[src/rtl/itm_pkg.sv]
package itm_pkg;

    localparam int unsigned CLK_W   = 6;
    localparam int unsigned CTL_W   = 6;
    localparam int unsigned STS_W   = 6;
    localparam int unsigned IEN_W   = 6;
    localparam int unsigned EVC_W   = 3;
    localparam int unsigned MATCH_N = 3;
    localparam int unsigned KIND_N  = 11;

    localparam logic [CTL_W-1:0] CTL_MASK    = 6'h2F;
    localparam logic [CTL_W-1:0] CTL_RESET   = 6'h21;
    localparam int unsigned      CTL_RST_BIT = 4;

    typedef enum logic [3:0] {
        K_CLK  = 4'd0,
        K_CTL  = 4'd1,
        K_CNT  = 4'd2,
        K_INTV = 4'd3,
        K_MAT1 = 4'd4,
        K_MAT2 = 4'd5,
        K_MAT3 = 4'd6,
        K_STS  = 4'd7,
        K_IEN  = 4'd8,
        K_EVC  = 4'd9,
        K_EVN  = 4'd10,
        K_NONE = 4'd15
    } reg_kind_e;

    typedef struct packed {
        logic [CLK_W-1:0] clk;
        logic [CTL_W-1:0] ctl;
        logic [IEN_W-1:0] ien;
        logic [EVC_W-1:0] evc;
    } chan_ctrl_t;

    function automatic chan_ctrl_t ctrl_reset_value();
        chan_ctrl_t v;
        v.clk = '0;
        v.ctl = CTL_RESET;
        v.ien = '0;
        v.evc = '0;
        return v;
    endfunction

    function automatic logic [CTL_W-1:0] ctl_store(input logic [CTL_W-1:0] raw);
        return raw & CTL_MASK;
    endfunction

endpackage

[src/rtl/itm_decode.sv]
module itm_decode
    import itm_pkg::*;
#(
    parameter int unsigned NUM_CH = 3,
    parameter int unsigned ADDR_W = 12,
    localparam int unsigned CH_W  = (NUM_CH > 1) ? $clog2(NUM_CH) : 1
) (
    input  logic [ADDR_W-1:0] addr,
    output reg_kind_e         kind_o,
    output logic [CH_W-1:0]   ch_o,
    output logic              hit_o
);

    localparam int unsigned WORD_W  = ADDR_W - 2;
    localparam int unsigned MAPPED  = KIND_N * NUM_CH;
    localparam bit          POW2_CH = (NUM_CH > 1) && ((NUM_CH & (NUM_CH - 1)) == 0);

    logic [WORD_W-1:0] word;
    logic [WORD_W-1:0] kind_idx;
    logic [CH_W-1:0]   ch_raw;

    assign word = addr[ADDR_W-1:2];

    generate
        if (POW2_CH) begin : g_shift
            assign ch_raw   = word[CH_W-1:0];
            assign kind_idx = word >> CH_W;
        end else begin : g_divide
            assign ch_raw   = CH_W'(word % WORD_W'(NUM_CH));
            assign kind_idx = word / WORD_W'(NUM_CH);
        end
    endgenerate

    assign hit_o  = (32'(word) < MAPPED);
    assign ch_o   = hit_o ? ch_raw : '0;
    assign kind_o = hit_o ? reg_kind_e'(kind_idx[3:0]) : K_NONE;

endmodule

[src/rtl/itm_chan.sv]
module itm_chan
    import itm_pkg::*;
#(
    parameter int unsigned VAL_W = 16
) (
    input  logic                          clk,
    input  logic                          rst,
    input  logic                          wr_en,
    input  reg_kind_e                     kind,
    input  logic [VAL_W-1:0]              wdata,
    input  logic                          rd_clr,
    input  logic [STS_W-1:0]              sts_set,
    output chan_ctrl_t                    ctrl,
    output logic [VAL_W-1:0]              intv,
    output logic [MATCH_N-1:0][VAL_W-1:0] match,
    output logic [STS_W-1:0]              sts,
    output logic                          irq,
    output logic                          rst_pulse
);

    always_ff @(posedge clk) begin
        if (rst) begin
            ctrl      <= ctrl_reset_value();
            intv      <= '0;
            match     <= '0;
            rst_pulse <= 1'b0;
        end else begin
            rst_pulse <= 1'b0;
            if (wr_en) begin
                case (kind)
                    K_CLK:  ctrl.clk <= wdata[CLK_W-1:0];
                    K_CTL: begin
                        ctrl.ctl  <= ctl_store(wdata[CTL_W-1:0]);
                        rst_pulse <= wdata[CTL_RST_BIT];
                    end
                    K_INTV: intv     <= wdata;
                    K_MAT1: match[0] <= wdata;
                    K_MAT2: match[1] <= wdata;
                    K_MAT3: match[2] <= wdata;
                    K_IEN:  ctrl.ien <= wdata[IEN_W-1:0];
                    K_EVC:  ctrl.evc <= wdata[EVC_W-1:0];
                    default: ;
                endcase
            end
        end
    end

    // Clear and set in one cycle: a new event survives the clearing read.
    always_ff @(posedge clk) begin
        if (rst) begin
            sts <= '0;
        end else begin
            sts <= (rd_clr ? '0 : sts) | sts_set;
        end
    end

    assign irq = |(sts & ctrl.ien);

endmodule

[src/rtl/itm_regbank.sv]
module itm_regbank
    import itm_pkg::*;
#(
    parameter int unsigned NUM_CH = 3,
    parameter int unsigned ADDR_W = 12,
    parameter int unsigned DATA_W = 32,
    parameter int unsigned VAL_W  = 16
) (
    input  logic                              clk,
    input  logic                              rst,
    input  logic                              req_valid,
    input  logic                              req_write,
    input  logic [ADDR_W-1:0]                 req_addr,
    input  logic [DATA_W-1:0]                 req_wdata,
    output logic                              rsp_valid,
    output logic [DATA_W-1:0]                 rsp_rdata,
    input  logic [NUM_CH*VAL_W-1:0]           cnt_val_i,
    input  logic [NUM_CH*VAL_W-1:0]           evt_cnt_i,
    input  logic [NUM_CH*STS_W-1:0]           sts_set_i,
    output logic [NUM_CH*CLK_W-1:0]           clk_cfg_o,
    output logic [NUM_CH*CTL_W-1:0]           ctl_cfg_o,
    output logic [NUM_CH*VAL_W-1:0]           intv_o,
    output logic [NUM_CH*MATCH_N*VAL_W-1:0]   match_o,
    output logic [NUM_CH*EVC_W-1:0]           evc_o,
    output logic [NUM_CH-1:0]                 cnt_rst_o,
    output logic [NUM_CH-1:0]                 irq_o
);

    localparam int unsigned CH_W = (NUM_CH > 1) ? $clog2(NUM_CH) : 1;

    reg_kind_e       dec_kind;
    logic [CH_W-1:0] dec_ch;
    logic            dec_hit;
    logic            rd_accept;
    logic            wr_accept;
    logic [DATA_W-1:0] rd_next;

    chan_ctrl_t                    ctrl_a  [NUM_CH];
    logic [VAL_W-1:0]              intv_a  [NUM_CH];
    logic [MATCH_N-1:0][VAL_W-1:0] match_a [NUM_CH];
    logic [STS_W-1:0]              sts_a   [NUM_CH];
    logic [NUM_CH-1:0]             wr_en;
    logic [NUM_CH-1:0]             rd_clr;

    logic unused_bits;
    assign unused_bits = ^{req_wdata[DATA_W-1:VAL_W], req_addr[1:0]};

    assign rd_accept = req_valid && !req_write;
    assign wr_accept = req_valid && req_write;

    itm_decode #(
        .NUM_CH (NUM_CH),
        .ADDR_W (ADDR_W)
    ) i_decode (
        .addr   (req_addr),
        .kind_o (dec_kind),
        .ch_o   (dec_ch),
        .hit_o  (dec_hit)
    );

    generate
        for (genvar c = 0; c < NUM_CH; c++) begin : g_chan
            assign wr_en[c]  = wr_accept && dec_hit && (32'(dec_ch) == c);
            assign rd_clr[c] = rd_accept && dec_hit && (dec_kind == K_STS)
                               && (32'(dec_ch) == c);

            itm_chan #(
                .VAL_W (VAL_W)
            ) i_chan (
                .clk       (clk),
                .rst       (rst),
                .wr_en     (wr_en[c]),
                .kind      (dec_kind),
                .wdata     (req_wdata[VAL_W-1:0]),
                .rd_clr    (rd_clr[c]),
                .sts_set   (sts_set_i[c*STS_W +: STS_W]),
                .ctrl      (ctrl_a[c]),
                .intv      (intv_a[c]),
                .match     (match_a[c]),
                .sts       (sts_a[c]),
                .irq       (irq_o[c]),
                .rst_pulse (cnt_rst_o[c])
            );

            assign clk_cfg_o[c*CLK_W +: CLK_W] = ctrl_a[c].clk;
            assign ctl_cfg_o[c*CTL_W +: CTL_W] = ctrl_a[c].ctl;
            assign evc_o[c*EVC_W +: EVC_W]     = ctrl_a[c].evc;
            assign intv_o[c*VAL_W +: VAL_W]    = intv_a[c];
            for (genvar m = 0; m < MATCH_N; m++) begin : g_match
                assign match_o[(c*MATCH_N+m)*VAL_W +: VAL_W] = match_a[c][m];
            end
        end
    endgenerate

    always_comb begin
        rd_next = '0;
        if (dec_hit) begin
            case (dec_kind)
                K_CLK:  rd_next = DATA_W'(ctrl_a[dec_ch].clk);
                K_CTL:  rd_next = DATA_W'(ctrl_a[dec_ch].ctl);
                K_CNT:  rd_next = DATA_W'(cnt_val_i[dec_ch*VAL_W +: VAL_W]);
                K_INTV: rd_next = DATA_W'(intv_a[dec_ch]);
                K_MAT1: rd_next = DATA_W'(match_a[dec_ch][0]);
                K_MAT2: rd_next = DATA_W'(match_a[dec_ch][1]);
                K_MAT3: rd_next = DATA_W'(match_a[dec_ch][2]);
                K_STS:  rd_next = DATA_W'(sts_a[dec_ch]);
                K_IEN:  rd_next = DATA_W'(ctrl_a[dec_ch].ien);
                K_EVC:  rd_next = DATA_W'(ctrl_a[dec_ch].evc);
                K_EVN:  rd_next = DATA_W'(evt_cnt_i[dec_ch*VAL_W +: VAL_W]);
                default: rd_next = '0;
            endcase
        end
    end

    always_ff @(posedge clk) begin
        if (rst) begin
            rsp_valid <= 1'b0;
            rsp_rdata <= '0;
        end else begin
            rsp_valid <= rd_accept;
            if (rd_accept) begin
                rsp_rdata <= rd_next;
            end
        end
    end

endmodule

[config.mk]
export PLATFORM = sky130hd
export DESIGN_NAME = itm_regbank
export DESIGN_NICKNAME = d
export VERILOG_FILES = /design/src/rtl/itm_pkg.sv /design/src/rtl/itm_decode.sv /design/src/rtl/itm_chan.sv /design/src/rtl/itm_regbank.sv
export SDC_FILE = /design/constraint.sdc
export NUM_CORES = 1
export LEC_CHECK = 0
export BUFFER_PORTS_ARGS = -buffer_cell sky130_fd_sc_hd__buf_2
export CORE_MARGIN = 4
export CORE_UTILIZATION = 45
export DETAILED_ROUTE_END_ITERATION = 6
export GPL_ROUTABILITY_DRIVEN = 1
export PLACE_DENSITY = 0.72
export SYNTH_ARGS = -nofsm -noshare
export SYNTH_HDL_FRONTEND = slang
export SYNTH_SLANG_ARGS = --single-unit
[constraint.sdc]
create_clock -name clk -period 15.55 [get_ports clk]
set_input_delay 2.3325 -clock clk [delete_from_list [all_inputs] [get_ports clk]]
set_output_delay 2.3325 -clock clk [all_outputs]
set_load 0.01 [all_outputs]
# Yosys cells after proc, flatten, opt, wreduce, memory -nomap -nowiden
# Index checks and enable logic that the tools add are counted.
# W data, S select, Z words.
# word_totals
out_inout_bits,276
regBits,306
in_bits,162
# classes
magnitude_cmp,2
n_div,2
n_reduce_logical,44
shifts,2
eq_ne,12
muxes,20
bitwise,10
# op_table
operator,n
$pmux W16 S11,1
$bmux W48 S2,1
$mux W48,2
$shiftx A48 B7 Y16,2
$mux W16,3
$reduce_and A2 Y1,24
$bmux W21 S2,1
$mux W21,2
$bmux W16 S2,1
$mux W6,5
$and A6 B6 Y6,3
$or A6 B6 Y6,3
$reduce_or A6 Y1,3
$eq A4 B3 Y1 const B,4
$bmux W6 S2,1
$eq A4 B4 Y1 const B,3
$logic_and A1 B1 Y1,11
$div A10 B2 Y10 const B,1
$lt A10 B6 Y1 const B,1
$mod A10 B2 Y10 const B,1
$eq A4 B2 Y1 const B,2
$reduce_or A2 Y1,3
$eq A4 B1 Y1 const B,1
$logic_not A4 Y1,1
10 further kinds,12

# Depth between registers and ports, before layout
# depth
depth_word,8
mapped_depth,28

# Cells and area by module
# A second synthesis with hierarchy kept.
# unflattened
hier_cells,1762
hier_area_um2,16082.9
# by_module_without_submodules
mod,area_each_um2,seq_area_each_um2,cells_per_inst,instances
itm_chan,3601.0,1821.7,331,3
itm_regbank,4486.8,340.3,656,1
itm_decode,793.3,0.0,113,1

# Worst setup path after synthesis
# Ideal clock, no wire load.
# synth_path
path_kind,input port to flip-flop
from,in req_addr[10]
to,reg rsp_rdata[2]
required_time_ps,15409
cell_stages,26
arrival_ps,7210
slack_ps,8198
cell_sequence,buf_4 -> xnor2_1 -> a211o_1 -> a32oi_2 -> nand2_1 -> buf_2 -> o22ai_1 -> a21oi_1 -> ha_1 -> clkbuf_1 -> a222oi_1 -> and3_1 -> a21o_1 -> inv_2 -> ha_1 -> nor2_1 -> nand3_1 -> a211oi_2 -> buf_4 -> o31ai_1 -> a21oi_1 -> clkbuf_1 -> a211oi_1 -> or4_4 -> a2111oi_4 -> a221oi_1
# synth_via
elab_chain_len,8
elab_cells_between_ends,33
classes_between,div (2); order compare (1); eq/ne (10); shift (2); mux (16); bitwise (1); reduce/logical (1)
# synth_rtl
element,line,source
from (decl),itm_regbank.sv:13,"input logic [ADDR_W-1:0] req_addr,"
"parallel branches: the longest is 7 deep, another holds $mod A10 B2 Y10",n/a,
$mux W16 (*),itm_regbank.sv:97,if (dec_hit) begin
to (signal assigned),itm_regbank.sv:122,rsp_rdata <= rd_next;
to (decl),itm_regbank.sv:16,"output logic [DATA_W-1:0] rsp_rdata,"
# Every way passes the cells marked *. The select of a mux whose other input is x is not followed.
# A chain may end at the register's enable or synchronous reset.

# Final worst setup path
# layout_path
from,in req_addr[9]
to,reg rsp_rdata[4]
# layout_via
elab_chain_len,8
elab_cells_between_ends,33
classes_between,div (2); order compare (1); eq/ne (10); shift (2); mux (16); bitwise (1); reduce/logical (1)
# layout_rtl
element,line
"parallel branches: the longest is 7 deep, another holds $mod A10 B2 Y10",n/a
$mux W16 (*),itm_regbank.sv:97
# Marks and branches as above.

==> run summary <==
The starting density of the core came out at 45.8%. The root buffer cell chosen for the clock tree is sky130_fd_sc_hd__clkbuf_16. Summed over its instances, the top area cell type makes up 38.8% of the synthesized netlist area.

Setup violations remaining at the end of the flow were counted as 0. The count of distinct cell types in the synthesized netlist is 80. The sink count of the clock tree came out at 290. The required time of the critical path came out at 15950 ps. The number of hold buffers added after cts is 0. After the first detailed-routing iteration, the DRC count stood at 1927. The global routing's busiest layer is met2. The adder-cell area share of the yosys netlist is 0.167%.

The via count came out at 15200. The area fraction in compound gates after synthesis is 17.7%. The endpoint kind of the worst setup timing path is a flop. For this design the static power due to leakage is 7.45 nW. The HPWL reported at the end of detailed placement is 45400 um.

In the post-synthesis netlist, the cell with the most instances is sky130_fd_sc_hd__nand2_1. Final hold analysis gives a worst-case slack of 469 ps. The final count of hold timing violations is 0. The synthesized design contains 0 enable-type register cells. The clock transition at the registers of the reported paths is 60 ps. The met3 demand-to-capacity share in global routing is 7.49%.

sky130_fd_sc_hd__dfxtp_1 takes more of the synthesized area than any other cell. The power density over the cells came out at 93.0 nW/um2. By area the synthesized netlist is led by sky130_fd_sc_hd__dfxtp_1 39%, sky130_fd_sc_hd__mux2i_1 16%, sky130_fd_sc_hd__nand2_1 8.2%, sky130_fd_sc_hd__a21oi_1 6.3%, sky130_fd_sc_hd__nor2_1 4.5%. After Yosys synthesis, and, or, nand and nor cells account for 18.9% of the synthesized area. In this run, synthesis produced a sequential element count of 290. The peak ir drop on the vdd network came out at 0.0993 mV. The post-CTS setup-driven buffer insertion count came out at 0.

The flow ran to the end, and the final reports show no timing, DRC or antenna violations. The clock passes through at most 3 buffers. The largest driver fanout on the critical path is 53. 438 I/O pins were placed. Of the total synthesized cell area, the portion taken by XOR and XNOR cells is 0.175%.

The normalized max-slew margin came out at 14.5%. The initialized floorplan defines 66 standard-cell rows. The initial antenna violation count is 0.

In the synthesized netlist, the number of instances is 1825. The final RePlAce weighted congestion came out at 1.01. The count of inserted antenna diode cells is 0.

The share of synthesized area occupied by flip-flops and latches is 38.8%. The number of buffers created by CTS came out at 30. At the pin with the least slew margin, the transition time is 1280 ps. Among all flip-flop cells after synthesis, the most frequent one is sky130_fd_sc_hd__dfxtp_1.

Counting instances in the post-synthesis netlist gives the leading cell types as 328 x sky130_fd_sc_hd__nand2_1, 290 x sky130_fd_sc_hd__dfxtp_1, 243 x sky130_fd_sc_hd__mux2i_1. The number of remaining DRC errors is 0. The first-pass GRT wire length came out at 88900 um. The layout cell share with drive strength beyond 1 is 24.8%. The timing-limited maximum frequency came out at 104 MHz. The shortest clock period the worst path allows after layout came out at 9590 ps. The number of filler cells placed in the layout is 3101. The final wirelength is 61500 um.

The die covers 36300 um2. The setup slack after placement came out at 5750 ps. The mux share of post-synthesis cell area is 16.8%. CTS built an H-tree with a depth of 1. The clock latency reported for the late side of the worst-skew pair came out at 560 ps. Setup repair after global routing left no endpoint under its margin.

TritonCTS built the clock tree. The met2 track demand over resource in global routing is 51.0%. The core footprint came out at 32700 um2. The relative area change from synthesis to final layout is 19.1%.

The net count reported at finish is 2269. The aggregate global routing overflow came out at 0. The per-cell via count in the routed design is 5.92. The utilization after layout is 54.6%.

Gates resized during post-CTS repair numbered 0. The final count of pins violating max slew came out at 0. Each instance of the synthesized netlist takes up on average 8.21 um2.

STA classifies the critical path startpoint as a primary input. The synthesized cell area came out at 15000 um2. The count of nets left with antenna violations once routing finished came out at 0. The die outline width is 190 um. The largest net degree at the start of global routing is 122.

The signal arrival time at the worst endpoint came out at 9990 ps. The share of the clock period used by the worst path after layout came out at 61.7%. The setup clock skew after layout came out at 13.1 ps.

The first-pass iteration count of the detailed router is 7. Dividing the detail-routed wire length by the instance count gives 23.9 um. Across the run, the number of max-cap violations was 0. The count of warnings emitted by yosys is 0.

The worst setup path is of the in -> reg kind. The via count of the first global-routing pass came out at 14100. The met1 usage in global routing is 41.4%. Setup total negative slack on the finished layout was measured at 0 ps. In this run the worst hold path is classified as reg -> reg. The floorplan step set the die height to 190 um. The post-route worst setup slack is 5960 ps. The share of synthesized flip-flops with an asynchronous set or reset came out at 0%. The count of port buffers added during placement is 400.

After synthesis, the largest family of logic cells by area is simple AND/OR/NAND/NOR gates. Across every metal layer, demand over resource in global routing totals 31.7%.
-- logic make-up after synthesis --
group | Yosys count
XOR/XNOR | 3
AND/OR/NAND/NOR | 657
multiplexers | 250
other | 1
flip-flops | 290
adder cells (fa/ha/maj) | 2
buffers and inverters | 205
AO/OA/AOI/OAI | 417
-- sequential cells by signal, indices dropped and copies added, names as in the netlist --
name,cells
rsp_valid,1
g_chan.i_chan.match,144
g_chan.i_chan.ctrl,60
rsp_rdata,16
g_chan.i_chan.rst_pulse,3
g_chan.i_chan.intv,48
g_chan.i_chan.sts,18
-- area by class of cell --
type | instances | area (um2) | area share, %
clock inverters | 13 | 149 | 0.835
clock buffers | 43 | 931 | 5.22
inverters | 7 | 26.3 | 0.147
well taps | 442 | 553 | 3.10
flip-flops and latches | 290 | 5810 | 32.5
repair buffers | 428 | 2220 | 12.4
multi-input cells | 1348 | 8160 | 45.7
-- routing by layer --
metal,wire length [um],vias to the layer above
met2,27500,983
met3,6980,140
met1,24300,7190
li1,-,6911
met4,2730,0
met5,0,-
-- final timing paths --
kind                        startpoint                   endpoint  slack (ps)  cells past startpoint
min reg2reg  g_chan[1].i_chan.intv[11]  g_chan[1].i_chan.intv[11]         470                      2
min          g_chan[1].i_chan.intv[11]  g_chan[1].i_chan.intv[11]         470                      2
max reg2reg               rsp_rdata[2]               rsp_rdata[2]       13170                      6
max                        req_addr[9]               rsp_rdata[4]        5960                     23
-- per-stage QoR --
| step | power [mW] | cells | area, um2 |
|---|---|---|---|
| floorplan | 0.849 | 1843 | 15000 |
| global placement | 0.896 | 2515 | 16800 |
| detailed placement | 0.896 | 2515 | 16800 |
| CTS | 1.66 | 2571 | 17800 |
| global route | 1.71 | 2571 | 17800 |
| finish | 1.66 | 2571 | 17800 |
-- cell usage in the layout, fill, tap and decap left out, drive strengths merged, types with 11 or more instances in the layout --
cell	n
o22ai	20
nor2	193
a211oi	12
o21ai	70
buf	427
a22oi	20
a22o	12
nand3	48
dfxtp	290
a21oi	189
conb	19
nand2	331
mux2i	243
clkbuf	44
a211o	11
nor3	21
-- power by group --
part	switching, mW	internal [mW]
clock	0.311	0.464
combinational	0.0948	0.0400
sequential	0.00351	0.746
total	0.409	1.25
-- worst max-delay path: stages --
cell	delay (ps)
sky130_fd_sc_hd__buf_2	230
sky130_fd_sc_hd__and3b_1	210
sky130_fd_sc_hd__a211o_1	300
sky130_fd_sc_hd__a32oi_2	330
sky130_fd_sc_hd__nand2_1	380
sky130_fd_sc_hd__or3_1	480
sky130_fd_sc_hd__a21oi_1	170
sky130_fd_sc_hd__ha_1	370
sky130_fd_sc_hd__a222oi_1	160
sky130_fd_sc_hd__and3_1	210
sky130_fd_sc_hd__a21o_1	380
sky130_fd_sc_hd__inv_2	320
sky130_fd_sc_hd__ha_1	270
sky130_fd_sc_hd__nor2_1	60
sky130_fd_sc_hd__nand3_1	110
sky130_fd_sc_hd__a211o_1	380
sky130_fd_sc_hd__nand3_1	610
sky130_fd_sc_hd__nand2_4	420
sky130_fd_sc_hd__buf_4	740
sky130_fd_sc_hd__mux2i_1	360
sky130_fd_sc_hd__o22ai_1	150
sky130_fd_sc_hd__nor4_1	780
sky130_fd_sc_hd__a31oi_1	150
No activity file was read; power rests on OpenSTA's default activity.
